`config.mk`:
```
export PLATFORM = sky130hd
export DESIGN_NAME = dma_parb
export DESIGN_NICKNAME = d
export VERILOG_FILES = /design/src/rtl/dma_parb_pkg.sv /design/src/rtl/dma_parb_decode.sv /design/src/rtl/dma_parb_pick.sv /design/src/rtl/dma_parb_chan_ctx.sv /design/src/rtl/dma_parb.sv
export SDC_FILE = /design/constraint.sdc
export NUM_CORES = 1
export LEC_CHECK = 0
export ABC_AREA = 1
export BUFFER_PORTS_ARGS = -buffer_cell sky130_fd_sc_hd__clkbuf_2
export CAP_MARGIN = 10
export CELL_PAD_IN_SITES_DETAIL_PLACEMENT = 0
export CELL_PAD_IN_SITES_GLOBAL_PLACEMENT = 2
export CORE_MARGIN = 1
export CORE_UTILIZATION = 30
export DETAILED_ROUTE_END_ITERATION = 12
export GPL_TIMING_DRIVEN = 0
export PLACE_DENSITY = 0.89
export SLEW_MARGIN = 20
export SYNTH_ARGS = -nofsm -noshare
export SYNTH_HDL_FRONTEND = slang
export SYNTH_SLANG_ARGS = --single-unit
```
`constraint.sdc`:
```
create_clock -name clk -period 4.9 [get_ports clk]
set_input_delay 0.245 -clock clk [delete_from_list [all_inputs] [get_ports clk]]
set_output_delay 0.245 -clock clk [all_outputs]
set_load 0.02 [all_outputs]
```
`src/rtl/dma_parb_pkg.sv`:
```
package dma_parb_pkg;

   typedef enum logic [1:0] {
      ST_IDLE = 2'd0,
      ST_BUSY = 2'd1,
      ST_HOLD = 2'd2
   } arb_state_e;

   // flow code 0: memory to memory, no peripheral involved
   function automatic logic flow_is_m2m(input logic [2:0] f);
      return f == 3'd0;
   endfunction

   // destination peripheral paces codes 1, 4 and 5
   function automatic logic flow_pacer_dst(input logic [2:0] f);
      return (f == 3'd1) || (f == 3'd4) || (f == 3'd5);
   endfunction

   // codes 4..7 end on the peripheral's last request
   function automatic logic flow_periph_ends(input logic [2:0] f);
      return f[2];
   endfunction

endpackage

```
`src/rtl/dma_parb_decode.sv`:
```
module dma_parb_decode
   import dma_parb_pkg::*;
#(
   parameter int NUM_PERIPH = 16,
   parameter int NUM_CHAN   = 4,
   parameter int PERIPH_W   = 4
) (
   input  logic [NUM_PERIPH-1:0]        pend_i,
   input  logic [NUM_CHAN*PERIPH_W-1:0] src_i,
   input  logic [NUM_CHAN*PERIPH_W-1:0] dst_i,
   input  logic [NUM_CHAN*3-1:0]        flow_i,
   output logic [NUM_CHAN-1:0]          ready_o,
   output logic [NUM_CHAN*PERIPH_W-1:0] pacer_o
);

   for (genvar c = 0; c < NUM_CHAN; c++) begin : g_ch
      logic [2:0]          fl;
      logic [PERIPH_W-1:0] pacer;
      assign fl    = flow_i[c*3 +: 3];
      assign pacer = flow_pacer_dst(fl) ? dst_i[c*PERIPH_W +: PERIPH_W]
                                        : src_i[c*PERIPH_W +: PERIPH_W];
      assign pacer_o[c*PERIPH_W +: PERIPH_W] = pacer;
      assign ready_o[c] = flow_is_m2m(fl) | pend_i[pacer];
   end

endmodule

```
`src/rtl/dma_parb_pick.sv`:
```
module dma_parb_pick #(
   parameter int NUM_CHAN = 4,
   parameter int CHAN_W   = 2
) (
   input  logic [NUM_CHAN-1:0] req_i,
   output logic                valid_o,
   output logic [CHAN_W-1:0]   idx_o
);

   always_comb begin
      valid_o = 1'b0;
      idx_o   = '0;
      for (int i = NUM_CHAN - 1; i >= 0; i--) begin
         if (req_i[i]) begin
            valid_o = 1'b1;
            idx_o   = CHAN_W'(i);
         end
      end
   end

endmodule

```
`src/rtl/dma_parb_chan_ctx.sv`:
```
module dma_parb_chan_ctx #(
   parameter int NUM_CHAN = 4,
   parameter int CNT_W    = 8,
   parameter int CHAN_W   = 2
) (
   input  logic                      clk,
   input  logic                      rst_n,
   input  logic [NUM_CHAN-1:0]       en_i,
   input  logic [NUM_CHAN*CNT_W-1:0] count_i,
   input  logic                      beat_done_i,
   input  logic [CHAN_W-1:0]         beat_chan_i,
   input  logic                      beat_final_i,
   output logic [NUM_CHAN-1:0]       live_o,
   output logic [NUM_CHAN-1:0]       fin_o,
   output logic [NUM_CHAN-1:0]       one_left_o
);

   for (genvar c = 0; c < NUM_CHAN; c++) begin : g_ch
      logic             en_q;
      logic             fin_q;
      logic [CNT_W-1:0] rem_q;
      logic [CNT_W-1:0] load_val;
      logic             hit;

      assign load_val = (count_i[c*CNT_W +: CNT_W] == '0) ? CNT_W'(1)
                                                        : count_i[c*CNT_W +: CNT_W];
      assign hit      = beat_done_i && (beat_chan_i == CHAN_W'(c));

      always_ff @(posedge clk or negedge rst_n) begin
         if (!rst_n) begin
            en_q  <= 1'b0;
            fin_q <= 1'b0;
            rem_q <= '0;
         end else begin
            en_q <= en_i[c];
            if (en_i[c] && !en_q) begin
               rem_q <= load_val;
               fin_q <= 1'b0;
            end else if (!en_i[c]) begin
               fin_q <= 1'b0;
            end else if (hit) begin
               rem_q <= rem_q - CNT_W'(1);
               if (beat_final_i) fin_q <= 1'b1;
            end
         end
      end

      assign live_o[c]     = en_i[c] & en_q & ~fin_q;
      assign fin_o[c]      = fin_q & en_i[c];
      assign one_left_o[c] = (rem_q == CNT_W'(1));


      beat_on_live_chk: assert property (@(posedge clk) disable iff (!rst_n)
         hit |-> (en_q && !fin_q));
   end

endmodule

```
`src/rtl/dma_parb.sv`:
```
module dma_parb
   import dma_parb_pkg::*;
#(
   parameter int NUM_PERIPH = 16,
   parameter int NUM_CHAN   = 4,
   parameter int CNT_W      = 8,
   localparam int PERIPH_W  = (NUM_PERIPH > 1) ? $clog2(NUM_PERIPH) : 1,
   localparam int CHAN_W    = (NUM_CHAN > 1) ? $clog2(NUM_CHAN) : 1
) (
   input  logic                         clk,
   input  logic                         rst_n,
   input  logic [NUM_PERIPH-1:0]        breq_i,
   input  logic [NUM_PERIPH-1:0]        sreq_i,
   input  logic [NUM_PERIPH-1:0]        lreq_i,
   output logic [NUM_PERIPH-1:0]        ack_o,
   output logic [NUM_PERIPH-1:0]        done_o,
   input  logic [NUM_CHAN-1:0]          chan_en_i,
   input  logic [NUM_CHAN*PERIPH_W-1:0] chan_src_i,
   input  logic [NUM_CHAN*PERIPH_W-1:0] chan_dst_i,
   input  logic [NUM_CHAN*3-1:0]        chan_flow_i,
   input  logic [NUM_CHAN*CNT_W-1:0]    chan_count_i,
   output logic [NUM_CHAN-1:0]          chan_done_o,
   output logic                         eng_valid_o,
   output logic [CHAN_W-1:0]            eng_chan_o,
   output logic                         eng_burst_o,
   input  logic                         eng_done_i
);

   if (NUM_PERIPH < 2 || NUM_PERIPH > 16) begin : g_np_bad
      $error("dma_parb: NUM_PERIPH must lie in 2..16");
   end
   if (NUM_CHAN < 1) begin : g_nc_bad
      $error("dma_parb: NUM_CHAN must be at least 1");
   end
   if (CNT_W < 1) begin : g_cw_bad
      $error("dma_parb: CNT_W must be at least 1");
   end

   logic [NUM_PERIPH-1:0]        pend;
   logic [NUM_CHAN-1:0]          ready_raw;
   logic [NUM_CHAN*PERIPH_W-1:0] pacer_flat;
   logic [NUM_CHAN-1:0]          live;
   logic [NUM_CHAN-1:0]          one_left;
   logic [NUM_CHAN-1:0]          cand;
   logic                         pick_v;
   logic [CHAN_W-1:0]            pick_idx;

   arb_state_e            state_q;
   logic [CHAN_W-1:0]     cur_ch_q;
   logic [PERIPH_W-1:0]   cur_pacer_q;
   logic                  cur_m2m_q;
   logic                  cur_perend_q;
   logic                  cur_burst_q;
   logic                  cur_last_q;
   logic [NUM_PERIPH-1:0] ack_q;
   logic [NUM_PERIPH-1:0] done_q;
   logic                  beat_done;
   logic                  beat_final;
   logic [2:0]            pick_flow;
   logic [PERIPH_W-1:0]   pick_pacer;

   assign pend = breq_i | sreq_i | lreq_i;

   dma_parb_decode #(
      .NUM_PERIPH(NUM_PERIPH), .NUM_CHAN(NUM_CHAN), .PERIPH_W(PERIPH_W)
   ) decode_i (
      .pend_i (pend),
      .src_i  (chan_src_i),
      .dst_i  (chan_dst_i),
      .flow_i (chan_flow_i),
      .ready_o(ready_raw),
      .pacer_o(pacer_flat)
   );

   assign beat_done  = (state_q == ST_BUSY) && eng_done_i;
   assign beat_final = cur_perend_q ? cur_last_q : one_left[cur_ch_q];

   dma_parb_chan_ctx #(
      .NUM_CHAN(NUM_CHAN), .CNT_W(CNT_W), .CHAN_W(CHAN_W)
   ) ctx_i (
      .clk         (clk),
      .rst_n       (rst_n),
      .en_i        (chan_en_i),
      .count_i     (chan_count_i),
      .beat_done_i (beat_done),
      .beat_chan_i (cur_ch_q),
      .beat_final_i(beat_final),
      .live_o      (live),
      .fin_o       (chan_done_o),
      .one_left_o  (one_left)
   );

   assign cand = ready_raw & live;

   dma_parb_pick #(
      .NUM_CHAN(NUM_CHAN), .CHAN_W(CHAN_W)
   ) pick_i (
      .req_i  (cand),
      .valid_o(pick_v),
      .idx_o  (pick_idx)
   );

   assign pick_flow  = chan_flow_i[pick_idx*3 +: 3];
   assign pick_pacer = pacer_flat[pick_idx*PERIPH_W +: PERIPH_W];

   always_ff @(posedge clk or negedge rst_n) begin
      if (!rst_n) begin
         state_q      <= ST_IDLE;
         cur_ch_q     <= '0;
         cur_pacer_q  <= '0;
         cur_m2m_q    <= 1'b0;
         cur_perend_q <= 1'b0;
         cur_burst_q  <= 1'b0;
         cur_last_q   <= 1'b0;
         ack_q        <= '0;
         done_q       <= '0;
      end else begin
         done_q <= '0;
         case (state_q)
            ST_IDLE: begin
               if (pick_v) begin
                  state_q      <= ST_BUSY;
                  cur_ch_q     <= pick_idx;
                  cur_pacer_q  <= pick_pacer;
                  cur_m2m_q    <= flow_is_m2m(pick_flow);
                  cur_perend_q <= flow_periph_ends(pick_flow);
                  cur_burst_q  <= flow_is_m2m(pick_flow) | breq_i[pick_pacer];
                  cur_last_q   <= lreq_i[pick_pacer];
               end
            end
            ST_BUSY: begin
               if (eng_done_i) begin
                  if (cur_m2m_q) begin
                     state_q <= ST_IDLE;
                  end else begin
                     state_q              <= ST_HOLD;
                     ack_q[cur_pacer_q]   <= 1'b1;
                     done_q[cur_pacer_q]  <= beat_final;
                  end
               end
            end
            ST_HOLD: begin
               if (!pend[cur_pacer_q]) begin
                  ack_q   <= '0;
                  state_q <= ST_IDLE;
               end
            end
            default: state_q <= ST_IDLE;
         endcase
      end
   end

   assign ack_o       = ack_q;
   assign done_o      = done_q;
   assign eng_valid_o = (state_q == ST_BUSY);
   assign eng_chan_o  = cur_ch_q;
   assign eng_burst_o = cur_burst_q;


   ack_onehot_chk: assert property (@(posedge clk) disable iff (!rst_n)
      $onehot0(ack_o));


   ack_hold_chk: assert property (@(posedge clk) disable iff (!rst_n)
      |(ack_o & pend) |=> (ack_o == $past(ack_o)));


   done_pulse_chk: assert property (@(posedge clk) disable iff (!rst_n)
      |done_o |=> !(|done_o));


   done_with_ack_chk: assert property (@(posedge clk) disable iff (!rst_n)
      (done_o & ~ack_o) == '0);


   eng_stable_chk: assert property (@(posedge clk) disable iff (!rst_n)
      (eng_valid_o && !eng_done_i) |=> (eng_valid_o && $stable(eng_chan_o)
                                        && $stable(eng_burst_o)));


   eng_release_chk: assert property (@(posedge clk) disable iff (!rst_n)
      (eng_valid_o && eng_done_i) |=> !eng_valid_o);

endmodule

```
* Word level (Yosys, flattened, before mapping)
Index checks and enable logic that the tools add are counted.
** Storage, ports and cells
- Register bits after elaboration :: 84
- Word-level logic and storage cells :: 220
** Cells by class
- Add/sub/neg operators :: 4
- Multiply operators :: 1
- Magnitude comparators :: 8
- Eq/ne operators :: 33
- Shift-type cells :: 2
- Muxes and demuxes :: 72
- Bitwise logic cells :: 26
- Reduce and logical (&&, ||, !) cells :: 53
** Operators by type and width (number)
- 8-bit two-way mux :: 16
- 16-bit two-way mux :: 6
- 16-bit OR :: 3
- 8-bit by 1-bit equality test with 1-bit output, second input constant :: 4
- 8-bit logical NOT :: 4
- 16-bit case mux with 2 select lines :: 1
- 8-bit by 1-bit subtractor with 8-bit output, second input constant :: 4
- 4-bit by 5-bit < comparator with 1-bit output, second input constant :: 6
- 1-bit binary-select mux with 4-bit select :: 7
- 1-bit two-way mux :: 27
- 3-bit equality test, second input constant :: 8
- 3-bit by 1-bit != test with 1-bit output, second input constant :: 8
- 2-bit AND reduction :: 9
- 2-bit nonzero test :: 9
- 16-bit AND :: 1
- 2-bit two-way mux :: 8
- 4-bit two-way mux :: 4
- 16-bit by 5-bit indexed part select with 4-bit output :: 1
- 3-bit logical NOT :: 5
- 1-bit AND :: 12
- 3-bit by 1-bit equality test with 1-bit output, second input constant :: 4
- 12-bit by 5-bit indexed part select with 3-bit output :: 1
- 1-bit logical AND :: 10
- 1-bit logical OR :: 8
- 17 further kinds :: 33

* Logic depth before layout (Yosys ltp)
- Depth after elaboration :: 16
- Mapped depth :: 26

* By module
Synthesis repeated with hierarchy kept, for this count alone.
** Second synthesis, totals
- Cells, all modules :: 1129
- Area total of the unflattened synthesis :: 7021.7 µm²
** Modules (own cells, without submodules)
- dma_parb :: times used 1, cells an instance 448, area an instance 2959.1 µm², sequential area each 1101.1 µm²
- dma_parb_chan_ctx :: times used 1, cells an instance 429, area an instance 2751.4 µm², sequential area each 1001.0 µm²
- dma_parb_decode :: times used 1, cells an instance 244, area an instance 1275.0 µm², sequential area each 0.0 µm²
- dma_parb_pick :: times used 1, cells an instance 8, area an instance 36.3 µm², sequential area each 0.0 µm²

* Worst setup path after synthesis
No wires, ideal clock.
- Path kind :: in2reg
- Start point :: input port chan_flow_i[1]
- End point :: register cur_burst_q, in the netlist eng_burst_o
- Setup time :: 0.113 ns
- Arrival :: 2.203 ns
- Data required time :: 4.787 ns
- Setup slack :: 2.584 ns
- Stages :: 21
- Cells stage by stage :: o21bai_4 -> o21ai_4 -> inv_6 -> o211ai_1 -> nand3_1 -> nand3_1 -> nand3_2 -> nand2_4 -> nand2_4 -> buf_6 -> nand2_2 -> nand3_2 -> nand2_4 -> buf_6 -> nand2_1 -> nand3_1 -> nand3_1 -> nand3_1 -> nand3_1 -> nand2_1 -> inv_1
** On the way
- Word-level cells in the longest chain between the ends :: 13
** RTL lines
- start, declared :: line dma_parb.sv:20 : input logic [NUM_CHAN*3-1:0] chan_flow_i,
- 3-bit by 1-bit equality test with 1-bit output / 3-bit equality test (equally long branches) :: line dma_parb_pkg.sv:16 : return (f == 3'd1) || (f == 3'd4) || (f == 3'd5);
- 1-bit logical OR (2 in a row) :: line dma_parb_pkg.sv:16
- 4-bit two-way mux :: line dma_parb_decode.sv:20 : assign pacer = flow_pacer_dst(fl) ? dst_i[c*PERIPH_W +: PERIPH_W]
- 1-bit binary-select mux with 4-bit select :: line dma_parb_decode.sv:23 : assign ready_o[c] = flow_is_m2m(fl) | pend_i[pacer];
- 1-bit two-way mux (not written as such) :: line dma_parb_decode.sv:23
- 1-bit OR :: line dma_parb_decode.sv:23
- 4-bit AND :: line dma_parb.sv:93 : assign cand = ready_raw & live;
- 2-bit two-way mux :: line dma_parb_pick.sv:14 : if (req_i[i]) begin
- 2-bit by 2-bit multiplier with 4-bit output / 16-bit by 5-bit indexed part select with 4-bit output (equally long branches) :: line dma_parb.sv:103, dma_parb.sv:104
- 12-bit by 5-bit indexed part select with 3-bit output / 1-bit binary-select mux with 4-bit select (equally long branches) :: line dma_parb.sv:103, dma_parb.sv:127
- 3-bit logical NOT / 1-bit two-way mux (equally long branches) :: line dma_parb_pkg.sv:11, dma_parb.sv:127
- 1-bit OR :: line dma_parb.sv:127 : cur_burst_q <= flow_is_m2m(pick_flow) | breq_i[pick_pacer];
- end signal, assigned :: line dma_parb.sv:127
- end, declared :: line dma_parb.sv:53 : logic cur_burst_q;
Several ways; a longest one is shown, not always the timed one. The select of a mux whose other input is x is not followed.
A chain may end at the register's enable or synchronous reset.

* Worst setup path in the final report
- Start point :: input port breq_i[9]
- End point :: register cur_burst_q, in the netlist eng_burst_o
** On the way
- Word-level cells in the longest chain between the ends :: 14
** RTL lines
- start, declared :: line dma_parb.sv:12 : input logic [NUM_PERIPH-1:0] breq_i,
- 16-bit OR (2 in a row) :: line dma_parb.sv:62 : assign pend = breq_i | sreq_i | lreq_i;
- 1-bit binary-select mux with 4-bit select :: line dma_parb_decode.sv:23
- 1-bit two-way mux (not written as such) :: line dma_parb_decode.sv:23
- 1-bit OR :: line dma_parb_decode.sv:23
- 4-bit AND :: line dma_parb.sv:93
- 2-bit two-way mux (4 in a row) :: line dma_parb_pick.sv:14
- 2-bit by 2-bit multiplier with 4-bit output / 16-bit by 5-bit indexed part select with 4-bit output (equally long branches) :: line dma_parb.sv:103, dma_parb.sv:104
- 12-bit by 5-bit indexed part select with 3-bit output / 1-bit binary-select mux with 4-bit select (equally long branches) :: line dma_parb.sv:103, dma_parb.sv:127
- 3-bit logical NOT / 1-bit two-way mux (equally long branches) :: line dma_parb_pkg.sv:11, dma_parb.sv:127
- 1-bit OR :: line dma_parb.sv:127
Several ways; a longest one is shown, not always the timed one. The select of a mux whose other input is x is not followed.

==> metrics.yaml <==
run_status:
  status: "completed"
setup_path:
  critPathCaptureType: "flip-flop"
  worstPathMaxFanout: 10
  cpMostUsedCell: "nand3_1"
  cp.arrival_ns: 3.20
  slowest_delay_ns: 0.84
  cp-start-kind: "primary input"
  worst_path_max_delay_cell: "nor3_1"
  worstSetupPathType: "in -> reg"
  path_cells: "clkbuf_2 -> nor3_1 -> nand2_1 -> nand3_1 -> nand3_1 -> nand3_1 -> nand3_1 -> nand2_1 -> nand2_2 -> nand2_4 -> nand2_4 -> buf_6 -> o211ai_1 -> nand2_1 -> inv_1 -> nand3_1 -> nand3_1 -> nand3_1 -> nand2_1 -> inv_1"
  cp_top_family: "simple AND/OR/NAND/NOR gates"
  required_ns: 5.13
  path_buf_inv: 4
floorplan:
  fp.dieH_um: 144.0
  rows: 51
  core_um2: 19590
  ioPinCount: 171
  dieArea_um2: 20730
  fp.dieW_um: 144.0
  initial_core_util: 0.3087
clock_network:
  cts_tree: "built"
  root_buffer: "clkbuf_16"
  clk_path_buf_depth: 2
  clk_pin_slew_ns: 0.07
  post_cts_buffers: 0
  numCtsBuffers: 9
  clock_sink_count: 84
  h-tree-depth: 3
  clock_latency_ns: 0.34
  post_cts_resized: 0
sta:
  finalSetupTns_ns: 0
  fin_worst_skew_ns: 0.01332
  final-setup-viol-count: 0
  worst_pin_slew_ns: 1.055
  fmax_ghz: 0.3365
  whs_ns: 0.08251
  maxSlewViolCount: 0
  rsz0062_at_grt: "no"
  slew_headroom: 0.2914
  period_needed_ns: 2.972
  fin_crit_sh: 0.6064
  hold_violations: 0
drt:
  routed_wl_mm: 19.39
  drtPass1Iterations: 6
  wire_per_inst_um: 14.49
  ant_nets: 0
  drt_iter0_drc: 330
  vias: 6507
  vias_per_cell: 4.863
  drc_errors: 0
pwr:
  ir_worst_vdd_mv: 0.1715
  powerDensity_nw_per_um2: 387.1
  p_leak_nw: 3.890
  power.total_mw: 2.923
layout:
  layout.nets: 1207
  drive_gt1_frac: 0.2218
  fill_cells: 2168
  multiInputGateArea_um2: 3341
  finalNonFillerCells: 1338
  fin_util: 0.3855
  layout.area.seq_um2: 2102
  syn2layout_area_growth_pct: 24.84
  n_antenna_cell: 0
global_routing:
  grt.busiest_layer: "met2"
  grt_max_degree: 85
  grt_pass1_wl_mm: 30.44
  grt.overflow.total: 0
  antenna_found_initial: 0
  track_usage: 0.1886
  grt_util_met2: 0.3071
  grt_pass1_vias: 5893
  grtUsageMet1: 0.2585
  grtUsageMet3: 0.02119
placement:
  placed_cells: 1321
  portBuffers: 170
  gp_congestion: 0.8580
  dp_hpwl_mm: 15.52
logic_synthesis:
  yosysMostFrequentCell: "nand2_1"
  synth_ff_type: "dfrtp_1"
  synth_warnings: 0
  synth_top_cell_area_share: 0.3475
  yosysUniqueCellTypes: 41
  synth.largest_area_cell: "dfrtp_1"
  syn_area_um2: 6048
  syn_avg_cell_area_um2: 6.827
  seq_area_frac_synth: 0.3475
  synth-edff-count: 0
  syn_inst: 886
  async_flop_share: 1.000
  synth-seq-cells: 84
  synthTopCellsByArea: "dfrtp_1 (35%), nand2_1 (12%), nand3_1 (10%), inv_1 (8.0%), nor2_1 (6.0%)"
  syn_nets: 1025
  ys_top_cells_by_count: "nand2_1 (190), inv_1 (129), nand3_1 (126), nor2_1 (96), dfrtp_1 (84)"
worst_hold_path:
  hold_class: "in -> reg"
flow_run:
  drv_cap: 0
[registers in the layout, summed over array words and instances (netlist names), 2 cells and up]
| register | count |
|---|---|
| ctx_i.g_ch.rem_q | 32 |
| ctx_i.g_ch.fin_q | 4 |
| ctx_i.g_ch.en_q | 4 |
| ack_o | 16 |
| cur_pacer_q | 4 |
| state_q | 2 |
| done_o | 16 |
| eng_chan_o | 2 |
[logic make-up (layout without fill, tap and decap cells)]
family | after synthesis | after routing | synth area share
XOR/XNOR | 5 | 5 | 0.007240
flip-flops | 84 | 84 | 0.3475
AO/OA/AOI/OAI | 144 | 144 | 0.1533
adder cells (fa/ha/maj) | 8 | 8 | 0.01655
buffers and inverters | 150 | 337 | 0.1001
AND/OR/NAND/NOR | 495 | 495 | 0.3753
[per-stage QoR]
stage	instance area [µm²]	worst slack, ns
after CTS	7551	1.965
after global placement	7231	1.601
after detailed placement	7239	1.611
after global routing	7551	1.721
final	7551	1.928
after floorplan	6048	2.584
[final cells by class]
type,instances,share of cell area
Multi-Input combinational cell,652,0.4424
Buffer,11,0.009445
Clock inverter,7,0.01011
Inverter,139,0.07075
Tap cell,265,0.04391
Timing Repair Buffer,171,0.1152
Sequential cell,84,0.2784
Clock buffer,9,0.02983
[where the power goes]
group / switching, mW / leakage [nW] / internal, mW
registers: 0.138 / 1.09 / 0.860
logic: 0.837 / 2.65 / 0.404
clock network: 0.321 / 0.149 / 0.363
total: 1.30 / 3.89 / 1.63
[worst paths after layout]
kind | startpoint | endpoint | slack (ns) | cells past startpoint
max | breq_i[9] | eng_burst_o$_DFFE_PN0P_ | 1.93 | 20
min | chan_en_i[3] | ctx_i.g_ch[3].en_q$_DFF_PN0_ | 0.08 | 1
max in group asynchronous | rst_n | ctx_i.g_ch[0].en_q$_DFF_PN0_ | 3.93 | 2
min in group asynchronous | rst_n | ctx_i.g_ch[2].rem_q[4]$_DFFE_PN0P_ | 0.51 | 2
max reg2reg | ctx_i.g_ch[2].rem_q[4]$_DFFE_PN0P_ | done_o[9]$_DFF_PN0_ | 2.32 | 8
min reg2reg | cur_perend_q$_DFFE_PN0P_ | cur_perend_q$_DFFE_PN0P_ | 0.49 | 2
[cell usage in the layout (no fill, tap or decap), types with 7 or more instances in the layout]
cell,count
o22ai_1,9
o21ai_0,46
o211ai_1,25
clkbuf_1,7
nand2_1,190
a21oi_1,30
dfrtp_1,84
nand2_4,8
nor4_1,8
nor3_1,40
nor2_1,96
clkbuf_16,9
clkbuf_2,169
nand3_1,126
nand2_2,11
inv_1,129
ha_1,8
a31oi_1,8
[routing by layer]
layer,vias to the layer above,share of wire
li1,3319,-
met1,2984,0.47
met2,178,0.47
met3,26,0.045
met4,0,0.021
met5,-,0
[repair_timing]
action / CTS / global route
hold endpoints to repair: 78 / 0
hold buffers: 1 / 0
setup endpoints to repair: 0 / 0
Note: power is estimated with default switching activity, not from simulation.
